$ cat config.mk
export PLATFORM = sky130hd
export DESIGN_NAME = fpmax_reduce
export DESIGN_NICKNAME = d
export VERILOG_FILES = /design/src/rtl/fpmax_pkg.sv /design/src/rtl/fpmax_lanes.sv /design/src/rtl/fpmax_level.sv /design/src/rtl/fpmax_reduce.sv
export SDC_FILE = /design/constraint.sdc
export NUM_CORES = 2
export LEC_CHECK = 0
export BUFFER_PORTS_ARGS = -buffer_cell sky130_fd_sc_hd__buf_2
export CAP_MARGIN = 25
export CORE_AREA = 2 2 276 305
export DETAILED_ROUTE_END_ITERATION = 10
export DIE_AREA = 0 0 278 307
export HOLD_SLACK_MARGIN = 0.02
export SYNTH_ARGS = -nofsm -noshare
export SYNTH_HDL_FRONTEND = slang
export SYNTH_SLANG_ARGS = --single-unit
$ cat constraint.sdc
create_clock -name clk -period 5.25 [get_ports clk]
set_input_delay 0.525 -clock clk [delete_from_list [all_inputs] [get_ports clk]]
set_output_delay 0.525 -clock clk [all_outputs]
set_load 0.03 [all_outputs]
$ cat src/rtl/fpmax_pkg.sv
package fpmax_pkg;

    localparam int ELEM_W = 64;

    typedef enum logic [1:0] {
        FMT_H  = 2'd0,
        FMT_S  = 2'd1,
        FMT_D  = 2'd2,
        FMT_DX = 2'd3
    } fmt_e;

    typedef logic [ELEM_W-1:0] elem_t;

    typedef struct packed {
        logic vld;
        fmt_e fmt;
    } tag_t;

    function automatic int unsigned ewidth(fmt_e f);
        case (f)
            FMT_H:   return 16;
            FMT_S:   return 32;
            default: return 64;
        endcase
    endfunction

    function automatic logic sign_of(elem_t x, fmt_e f);
        case (f)
            FMT_H:   return x[15];
            FMT_S:   return x[31];
            default: return x[63];
        endcase
    endfunction

    function automatic elem_t mag_of(elem_t x, fmt_e f);
        case (f)
            FMT_H:   return {49'b0, x[14:0]};
            FMT_S:   return {33'b0, x[30:0]};
            default: return {1'b0, x[62:0]};
        endcase
    endfunction

    function automatic logic is_nan(elem_t x, fmt_e f);
        case (f)
            FMT_H:   return (&x[14:10]) && (|x[9:0]);
            FMT_S:   return (&x[30:23]) && (|x[22:0]);
            default: return (&x[62:52]) && (|x[51:0]);
        endcase
    endfunction

    function automatic logic quiet_bit(elem_t x, fmt_e f);
        case (f)
            FMT_H:   return x[9];
            FMT_S:   return x[22];
            default: return x[51];
        endcase
    endfunction

    function automatic elem_t neg_inf(fmt_e f);
        case (f)
            FMT_H:   return 64'h0000_0000_0000_FC00;
            FMT_S:   return 64'h0000_0000_FF80_0000;
            default: return 64'hFFF0_0000_0000_0000;
        endcase
    endfunction

    function automatic elem_t make_quiet(elem_t x, fmt_e f);
        elem_t r;
        r = x;
        if (is_nan(x, f)) begin
            case (f)
                FMT_H:   r[9]  = 1'b1;
                FMT_S:   r[22] = 1'b1;
                default: r[51] = 1'b1;
            endcase
        end
        return r;
    endfunction

    // a is the lower-indexed operand and wins ties and NaN-vs-NaN.
    function automatic elem_t max2(elem_t a, elem_t b, fmt_e f);
        logic  sa, sb;
        elem_t ma, mb;
        if (is_nan(a, f)) return a;
        if (is_nan(b, f)) return b;
        sa = sign_of(a, f);
        sb = sign_of(b, f);
        ma = mag_of(a, f);
        mb = mag_of(b, f);
        if (sa != sb) return sa ? b : a;
        if (!sa)      return (mb > ma) ? b : a;
        return (mb < ma) ? b : a;
    endfunction

endpackage

$ cat src/rtl/fpmax_lanes.sv
module fpmax_lanes
    import fpmax_pkg::*;
#(
    parameter int VEC_W = 128,
    parameter int MAXL  = VEC_W / 16
) (
    input  fmt_e                 fmt,
    input  logic [MAXL-1:0]      pred,
    input  logic [VEC_W-1:0]     vec,
    output elem_t [MAXL-1:0]     lanes
);

    for (genvar i = 0; i < MAXL; i++) begin : g_slot
        localparam bit S_OK = (i < MAXL / 2);
        localparam bit D_OK = (i < MAXL / 4);

        elem_t h_val;
        elem_t s_val;
        elem_t d_val;
        elem_t pick;

        assign h_val = {{(ELEM_W-16){1'b0}}, vec[i*16 +: 16]};

        if (S_OK) begin : g_s
            assign s_val = {{(ELEM_W-32){1'b0}}, vec[i*32 +: 32]};
        end else begin : g_ns
            assign s_val = '0;
        end

        if (D_OK) begin : g_d
            assign d_val = vec[i*64 +: 64];
        end else begin : g_nd
            assign d_val = '0;
        end

        always_comb begin
            case (fmt)
                FMT_H:   pick = pred[i] ? h_val : neg_inf(FMT_H);
                FMT_S:   pick = (S_OK && pred[i]) ? s_val : neg_inf(FMT_S);
                default: pick = (D_OK && pred[i]) ? d_val : neg_inf(FMT_D);
            endcase
        end

        assign lanes[i] = pick;
    end

endmodule

$ cat src/rtl/fpmax_level.sv
module fpmax_level
    import fpmax_pkg::*;
#(
    parameter int NIN = 8
) (
    input  logic                 clk,
    input  logic                 rst,
    input  tag_t                 in_tag,
    input  elem_t [NIN-1:0]      din,
    output tag_t                 out_tag,
    output elem_t [NIN/2-1:0]    dout
);

    elem_t [NIN/2-1:0] nxt;

    always_comb begin
        for (int k = 0; k < NIN / 2; k++) begin
            nxt[k] = max2(din[2*k], din[2*k+1], in_tag.fmt);
        end
    end

    always_ff @(posedge clk) begin
        if (rst) begin
            out_tag <= '0;
            dout    <= '0;
        end else begin
            out_tag <= in_tag;
            if (in_tag.vld) dout <= nxt;
        end
    end

    AST_VALID_ADVANCES: assert property (@(posedge clk) disable iff (rst)
        !$past(rst) |-> out_tag.vld == $past(in_tag.vld));

    for (genvar k = 0; k < NIN / 2; k++) begin : g_chk
        AST_NODE_PICKS_OPERAND: assert property (@(posedge clk) disable iff (rst)
            in_tag.vld |=> (dout[k] == $past(din[2*k]) || dout[k] == $past(din[2*k+1])));
        AST_LOW_NAN_FORWARDED: assert property (@(posedge clk) disable iff (rst)
            in_tag.vld && is_nan(din[2*k], in_tag.fmt) |=> dout[k] == $past(din[2*k]));
    end

endmodule

$ cat src/rtl/fpmax_reduce.sv
module fpmax_reduce
    import fpmax_pkg::*;
#(
    parameter int VEC_W = 128,
    parameter int DST_W = 128
) (
    input  logic                   clk,
    input  logic                   rst,
    input  logic                   in_valid,
    input  logic [1:0]             in_fmt,
    input  logic [VEC_W/16-1:0]    in_pred,
    input  logic [VEC_W-1:0]       in_vec,
    output logic                   out_valid,
    output logic [DST_W-1:0]       out_result
);

    localparam int MAXL = VEC_W / 16;
    localparam int LVLS = $clog2(MAXL);

    fmt_e             fmt_i;
    elem_t [MAXL-1:0] sub_lanes;
    elem_t [MAXL-1:0] s0_data;
    tag_t             s0_tag;

    assign fmt_i = fmt_e'(in_fmt);

    fpmax_lanes #(.VEC_W(VEC_W), .MAXL(MAXL)) u_lanes (
        .fmt   (fmt_i),
        .pred  (in_pred),
        .vec   (in_vec),
        .lanes (sub_lanes)
    );

    always_ff @(posedge clk) begin
        if (rst) begin
            s0_tag  <= '0;
            s0_data <= '0;
        end else begin
            s0_tag <= '{vld: in_valid, fmt: fmt_i};
            if (in_valid) s0_data <= sub_lanes;
        end
    end

    for (genvar l = 0; l < LVLS; l++) begin : g_lvl
        localparam int NIN = MAXL >> l;

        elem_t [NIN-1:0]   din;
        tag_t              tin;
        elem_t [NIN/2-1:0] dout;
        tag_t              tout;

        if (l == 0) begin : g_first
            assign din = s0_data;
            assign tin = s0_tag;
        end else begin : g_next
            assign din = g_lvl[l-1].dout;
            assign tin = g_lvl[l-1].tout;
        end

        fpmax_level #(.NIN(NIN)) u_level (
            .clk     (clk),
            .rst     (rst),
            .in_tag  (tin),
            .din     (din),
            .out_tag (tout),
            .dout    (dout)
        );
    end

    elem_t fin_val;
    tag_t  fin_tag;
    elem_t fin_q;

    assign fin_val    = g_lvl[LVLS-1].dout[0];
    assign fin_tag    = g_lvl[LVLS-1].tout;
    assign fin_q      = make_quiet(fin_val, fin_tag.fmt);
    assign out_valid  = fin_tag.vld;
    assign out_result = {{(DST_W-ELEM_W){1'b0}}, fin_q};

    AST_RESULT_ZERO_EXTENDED: assert property (@(posedge clk) disable iff (rst)
        out_valid |-> (out_result >> ewidth(fin_tag.fmt)) == '0);
    AST_NO_SIGNALLING_OUT: assert property (@(posedge clk) disable iff (rst)
        out_valid && is_nan(out_result[ELEM_W-1:0], fin_tag.fmt)
            |-> quiet_bit(out_result[ELEM_W-1:0], fin_tag.fmt));

endmodule

# [Word level (Yosys, flattened, before mapping)]
# Index checks and enable logic that the tools add are counted.
[classes] n_lt_le_gt_ge=14 n_eq_ne=12 n_mux=281 n_reduce_logical=141
[op_table] operator="2-to-1 mux 64 bit" count=107
[op_table] operator="one-hot mux 63 bit (2 select lines)" count=14
[op_table] operator="one-hot mux 64 bit (2 select lines)" count=8
[op_table] operator="OR reduction 52 bit" count=15
[op_table] operator="greater-than comparator 64 bit" count=7
[op_table] operator="< comparator 64 bit" count=7
[op_table] operator="OR reduction 23 bit" count=15
[op_table] operator="AND reduction 11 bit" count=15
[op_table] operator="OR reduction 10 bit" count=15
[op_table] operator="2-to-1 mux 16 bit" count=8
[op_table] operator="2-to-1 mux 32 bit" count=4
[op_table] operator="AND reduction 8 bit" count=15
[op_table] operator="2-to-1 mux 1 bit" count=111
[op_table] operator="AND reduction 5 bit" count=15
[op_table] operator="one-hot mux 1 bit (2 select lines)" count=29
[op_table] operator="logical AND 1 bit" count=45
[op_table] operator="equality test 2 x 1 -> 1 bit (second input constant)" count=5
[op_table] operator="logical NOT 2 bit" count=5
[op_table] operator="inequality test 1 bit" count=7
[op_table] operator="OR reduction 2 bit" count=1
[totals] reg_bits=972

# [Logic depth before layout (Yosys ltp)]
[logic_depth] depth_word=20 ltp_mapped=18

# [Cells and area by module]
# Synthesis repeated with hierarchy kept, for this count alone.
[hier_totals] hier_cells=8791 hier_area_um2=68687.1
[by_module_without_submodules] mod="fpmax_level (g_lvl[0].u_level)" instances=1 cells_per_inst=3244 area_each_um2=23294.8
[by_module_without_submodules] mod="fpmax_reduce" instances=1 cells_per_inst=1756 area_each_um2=18956.9
[by_module_without_submodules] mod="fpmax_level (g_lvl[1].u_level)" instances=1 cells_per_inst=1878 area_each_um2=13734.4
[by_module_without_submodules] mod="fpmax_level (g_lvl[2].u_level)" instances=1 cells_per_inst=1174 area_each_um2=7935.1
[by_module_without_submodules] mod="fpmax_lanes" instances=1 cells_per_inst=739 area_each_um2=4765.8

# [Least setup slack after synthesis]
# No wires, ideal clock.
[synth_timing] path_kind="register -> register" start="reg s0_tag, in the netlist g_lvl[0].tin[1]" end="reg g_lvl[0].u_level.dout[31] (netlist name)" arrival_time_ns=3.930 t_required_ns=5.128 slack_ns=1.198 path_stages_with_launch=18 path_buffers=5 synth_period_minus_slack_ns=4.052 cell_sequence="dfxtp_1 -> clkbuf_1 -> clkbuf_1 -> clkbuf_1 -> clkbuf_1 -> nand2_1 -> ha_1 -> a21o_1 -> a221o_1 -> a221oi_1 -> o22ai_1 -> nor3_2 -> and3_4 -> o22ai_4 -> buf_2 -> a22o_1 -> a221oi_1 -> nor2_1"
[synth_via] elab_chain_len=12
[synth_lines] item="from (decl)" line="fpmax_reduce.sv:23" text="tag_t s0_tag;"
[synth_lines] item="from (signal assigned)" line="fpmax_reduce.sv:39" text="s0_tag <= '{vld: in_valid, fmt: fmt_i};"
[synth_lines] item="parallel branches: the longest is 11 deep, another holds greater-than comparator 64 bit"
[synth_lines] item="2-to-1 mux 64 bit *" line="fpmax_pkg.sv:85" text="if (is_nan(b, f)) return b;"
[synth_lines] item="to (signal assigned)" line="fpmax_level.sv:28" text="if (in_tag.vld) dout <= nxt;"
[synth_lines] item="to (decl)" line="fpmax_level.sv:11" text="output elem_t [NIN/2-1:0] dout"
# Every way passes the cells marked *. The select of a mux whose other input is x is not followed.
# A chain may end at the register's enable or synchronous reset.

# [Worst setup path in the final report]
[layout_timing] start="reg s0_tag, in the netlist g_lvl[0].tin[1]" end="reg g_lvl[0].u_level.dout[22] (netlist name)"
# The elaborated chain is that of the path after synthesis.

==> metrics.md <==
| Metric | Value |
|---|---|
| Final hold vios | 0 |
| Synth area leaders | dfxtp_1 (34%), ha_1 (8.6%), nor2_1 (6.2%), nand2_1 (4.5%), a22oi_1 (3.5%) |
| CTS resizes | 0 |
| Root Driver | clkbuf_16 |
| Setup TNS | 0 ns |
| # hold bufs at CTS | 0 |
| Crit-path max cell delay | 0.58 ns |
| Async SR Flop Fraction | 0% |
| RSZ-0062 raised after global routing | false |
| Final clock skew | 0.03547 ns |
| Final nets | 4,443 |
| Crit path max-delay family | simple AND/OR/NAND/NOR gates |
| VDD IR max | 208.4 µV |
| Pwr Total | 12.07 mW |
| Fmax | 223.0 MHz |
| Worst Path Required | 5.74 ns |
| Filler Cell Count | 8,298 |
| Period utilisation layout | 85.42% |
| Share of cells above drive strength 1 | 10.92% |
| ANT nets after route | 0 |
| Avg Cell Area, Syn | 8.002 µm² |
| Dpl hpwl | 96,890 µm |
| Place WS | 0.9025 ns |
| Lkg Pwr | 14.07 nW |
| Synth cell count leaders | dfxtp_1 (549), nor2_1 (542), nand2_1 (392) |
| Post-layout min period | 4.485 ns |
| H-tree Lvls | 3 |
| Slowest cell on crit path | buf_4 |
| CTS Buffer Depth | 3 |
| M2 GR Usage | 43.98% |
| Max_slew headroom | 26.00% |
| Clk Latency, worst-skew pair | 0.63 ns |
| Setup WS post-layout | 0.7653 ns |
| Die span in x | 278 µm |
| GRT Total Usage | 29.49% |
| # rows | 111 |
| Initial DRC count | 3,901 |
| CTS tree | yes |
| Most Crowded Layer GR | met2 |
| Run status | complete, no violations |
| Placer congestion estimate | 1.009 |
| Core Area | 82,640 µm² |
| Max-slew violations | 0 |
| Die area | 85,350 µm² |
| Input/output buffers | 205 |
| Clock buffer count from CTS | 66 |
| CTS sink cnt | 549 |
| Initial antenna violation count | 3 |
| Worst Path Buf+Inv | 2 |
| #FFs+latches synth | 549 |
| Area of the mapped netlist | 32,710 µm² |
| Post-CTS Setup Inserts | 0 |
| Final setup fails | 0 |
| Die Y | 307 µm |
| GR met1 Demand/Resource | 40.49% |
| Initial Util | 39.59% |
| Synth top area share | 33.60% |
| Final wirelength | 130,400 µm |
| I/O pin total | 270 |
| WL/cell | 25.06 µm |
| Largest net degree at the start of global routing | 156 |
| Global-route wire length before repair | 191,500 µm |
| Area delta synth->final | 10.95% |
| Yosys Warn Count | 0 |
| GR Overflow Total | 0 |
| Vias in the first global route | 29,070 |
| Kind of critical path | flop to flop |
| Count leader, synth | dfxtp_1 |
| Maximum fanout along the worst path | 82 |
| Via Count | 32,140 |
| Grt met3 use | 5.007% |
| Synth Instances | 4,088 |
| DR pass1 iterations | 7 |
| CTS clk-pin slew, worst paths | 0.06 ns |
| Max-cap violation count | 0 |
| CP Launch Type | flop |
| CP endpoint kind | flop |
| Leading area contributor after synthesis | dfxtp_1 |
| Ys flop type | dfxtp_1 |
| Pwr Density | 332.5 nW/µm² |
| CP arrival | 4.97 ns |
| Min-delay worst type | input pin to flop |
| Worst Tran Pin Value | 1.110 ns |
| CP cell instances | buf_4 > nand2_1 > ha_1 > nand4_1 > or4_4 > nor3_2 > nand3_1 > a21o_1 > and3_4 > nand2_1 > nand3_2 > buf_4 > a221oi_1 > nor4_1 |
| Register area share after synthesis | 33.60% |
| Routed vias/inst | 6.175 |
| Post-synthesis cell type count | 82 |
| Post-synth EDFFs | 0 |
| Drc violations | 0 |
| Post-Route Utilization | 43.92% |
path summary, 6_finish.rpt:
| check | from | end | slack, ns | cells past startpoint |
|---|---|---|---|---|
| worst max-delay path | g_lvl[0].tin[1] | g_lvl[0].u_level.dout[22] | 0.77 | 14 |
| worst max register to register | g_lvl[0].tin[1] | g_lvl[0].u_level.dout[22] | 0.77 | 14 |
| worst min register to register | g_lvl[1].u_level.dout[48] | g_lvl[1].u_level.dout[48] | 0.50 | 2 |
| worst min-delay path | in_vec[8] | g_lvl[0].din[8] | 0.13 | 3 |
cell usage in the layout, fill, tap and decap left out, types with 64 or more instances in the layout:
master / count
dfxtp_1: 545
nor2_1: 541
nand2_1: 390
ha_1: 225
a21oi_1: 211
buf_2: 204
a22oi_1: 152
o21ai_0: 149
nor4_1: 134
inv_1: 132
and2_1: 98
nand4_1: 97
a311oi_1: 94
a22o_1: 90
nand2b_1: 89
a221oi_1: 85
nand3_1: 81
buf_4: 70
clkbuf_16: 66
conb_1: 64
registers in the layout, indices dropped and copies added (netlist names):
name,flops
g_lvl.tin,3
g_lvl.din,258
g_lvl.u_level.out_tag,9
g_lvl.u_level.dout,279
worst register-to-register path, delay by kind of cell, from the launching register on:
kind	cells	cell delay, ns
AND/OR/NAND/NOR	9	2.04
buffers and inverters	2	1.00
AO/OA/AOI/OAI	2	0.61
adder cells (fa/ha/maj)	1	0.35
flip-flops	1	0.32
power breakdown:
group / total [mW] / internal (mW) / switching (mW)
registers: 4.69 / 4.34 / 0.345
clock network: 5.16 / 3.15 / 2.01
logic: 2.22 / 0.736 / 1.49
metal layers:
metal | wire, µm | up-vias
li1 | - | 14950
met1 | 56320 | 15280
met2 | 54950 | 1586
met3 | 11650 | 321
met4 | 7508 | 0
met5 | 0 | -
layout make-up:
type                    instances  area [µm²]  area share [%]
multi-input cells            3048       19350           53.33
flip-flops and latches        549       11000           30.31
clock buffers                  86        1837           5.061
repair buffers                279        1649           4.544
well taps                    1073        1343           3.699
clock inverters                35       601.8           1.658
inverters                     133       504.2           1.389
diodes                          2       5.005         0.01379
metrics by stage:
step / hold WS, ns / std cells / area (µm²)
2_1_floorplan: 0.4567 / 4151 / 32950
3_3_place_gp: 0.4747 / 5081 / 33820
3_5_place_dp: 0.4854 / 5082 / 33850
4_1_cts: 0.1208 / 5203 / 36290
5_1_grt: 0.1402 / 5203 / 36290
6_report: 0.1344 / 5205 / 36290
kinds of logic (layout without fill, tap and decap cells):
group | after synthesis | in the layout | synth area share (%)
other | 1 | 66 | 0.01146
DFF | 549 | 549 | 33.60
muxes | 59 | 59 | 1.821
AOI/OAI and AO/OA | 1118 | 1118 | 24.80
and+or+nand+nor | 1582 | 1582 | 23.03
buffers and inverters | 554 | 533 | 8.132
adders and majority gates | 225 | 225 | 8.606
(Power assumes the default switching activity.)
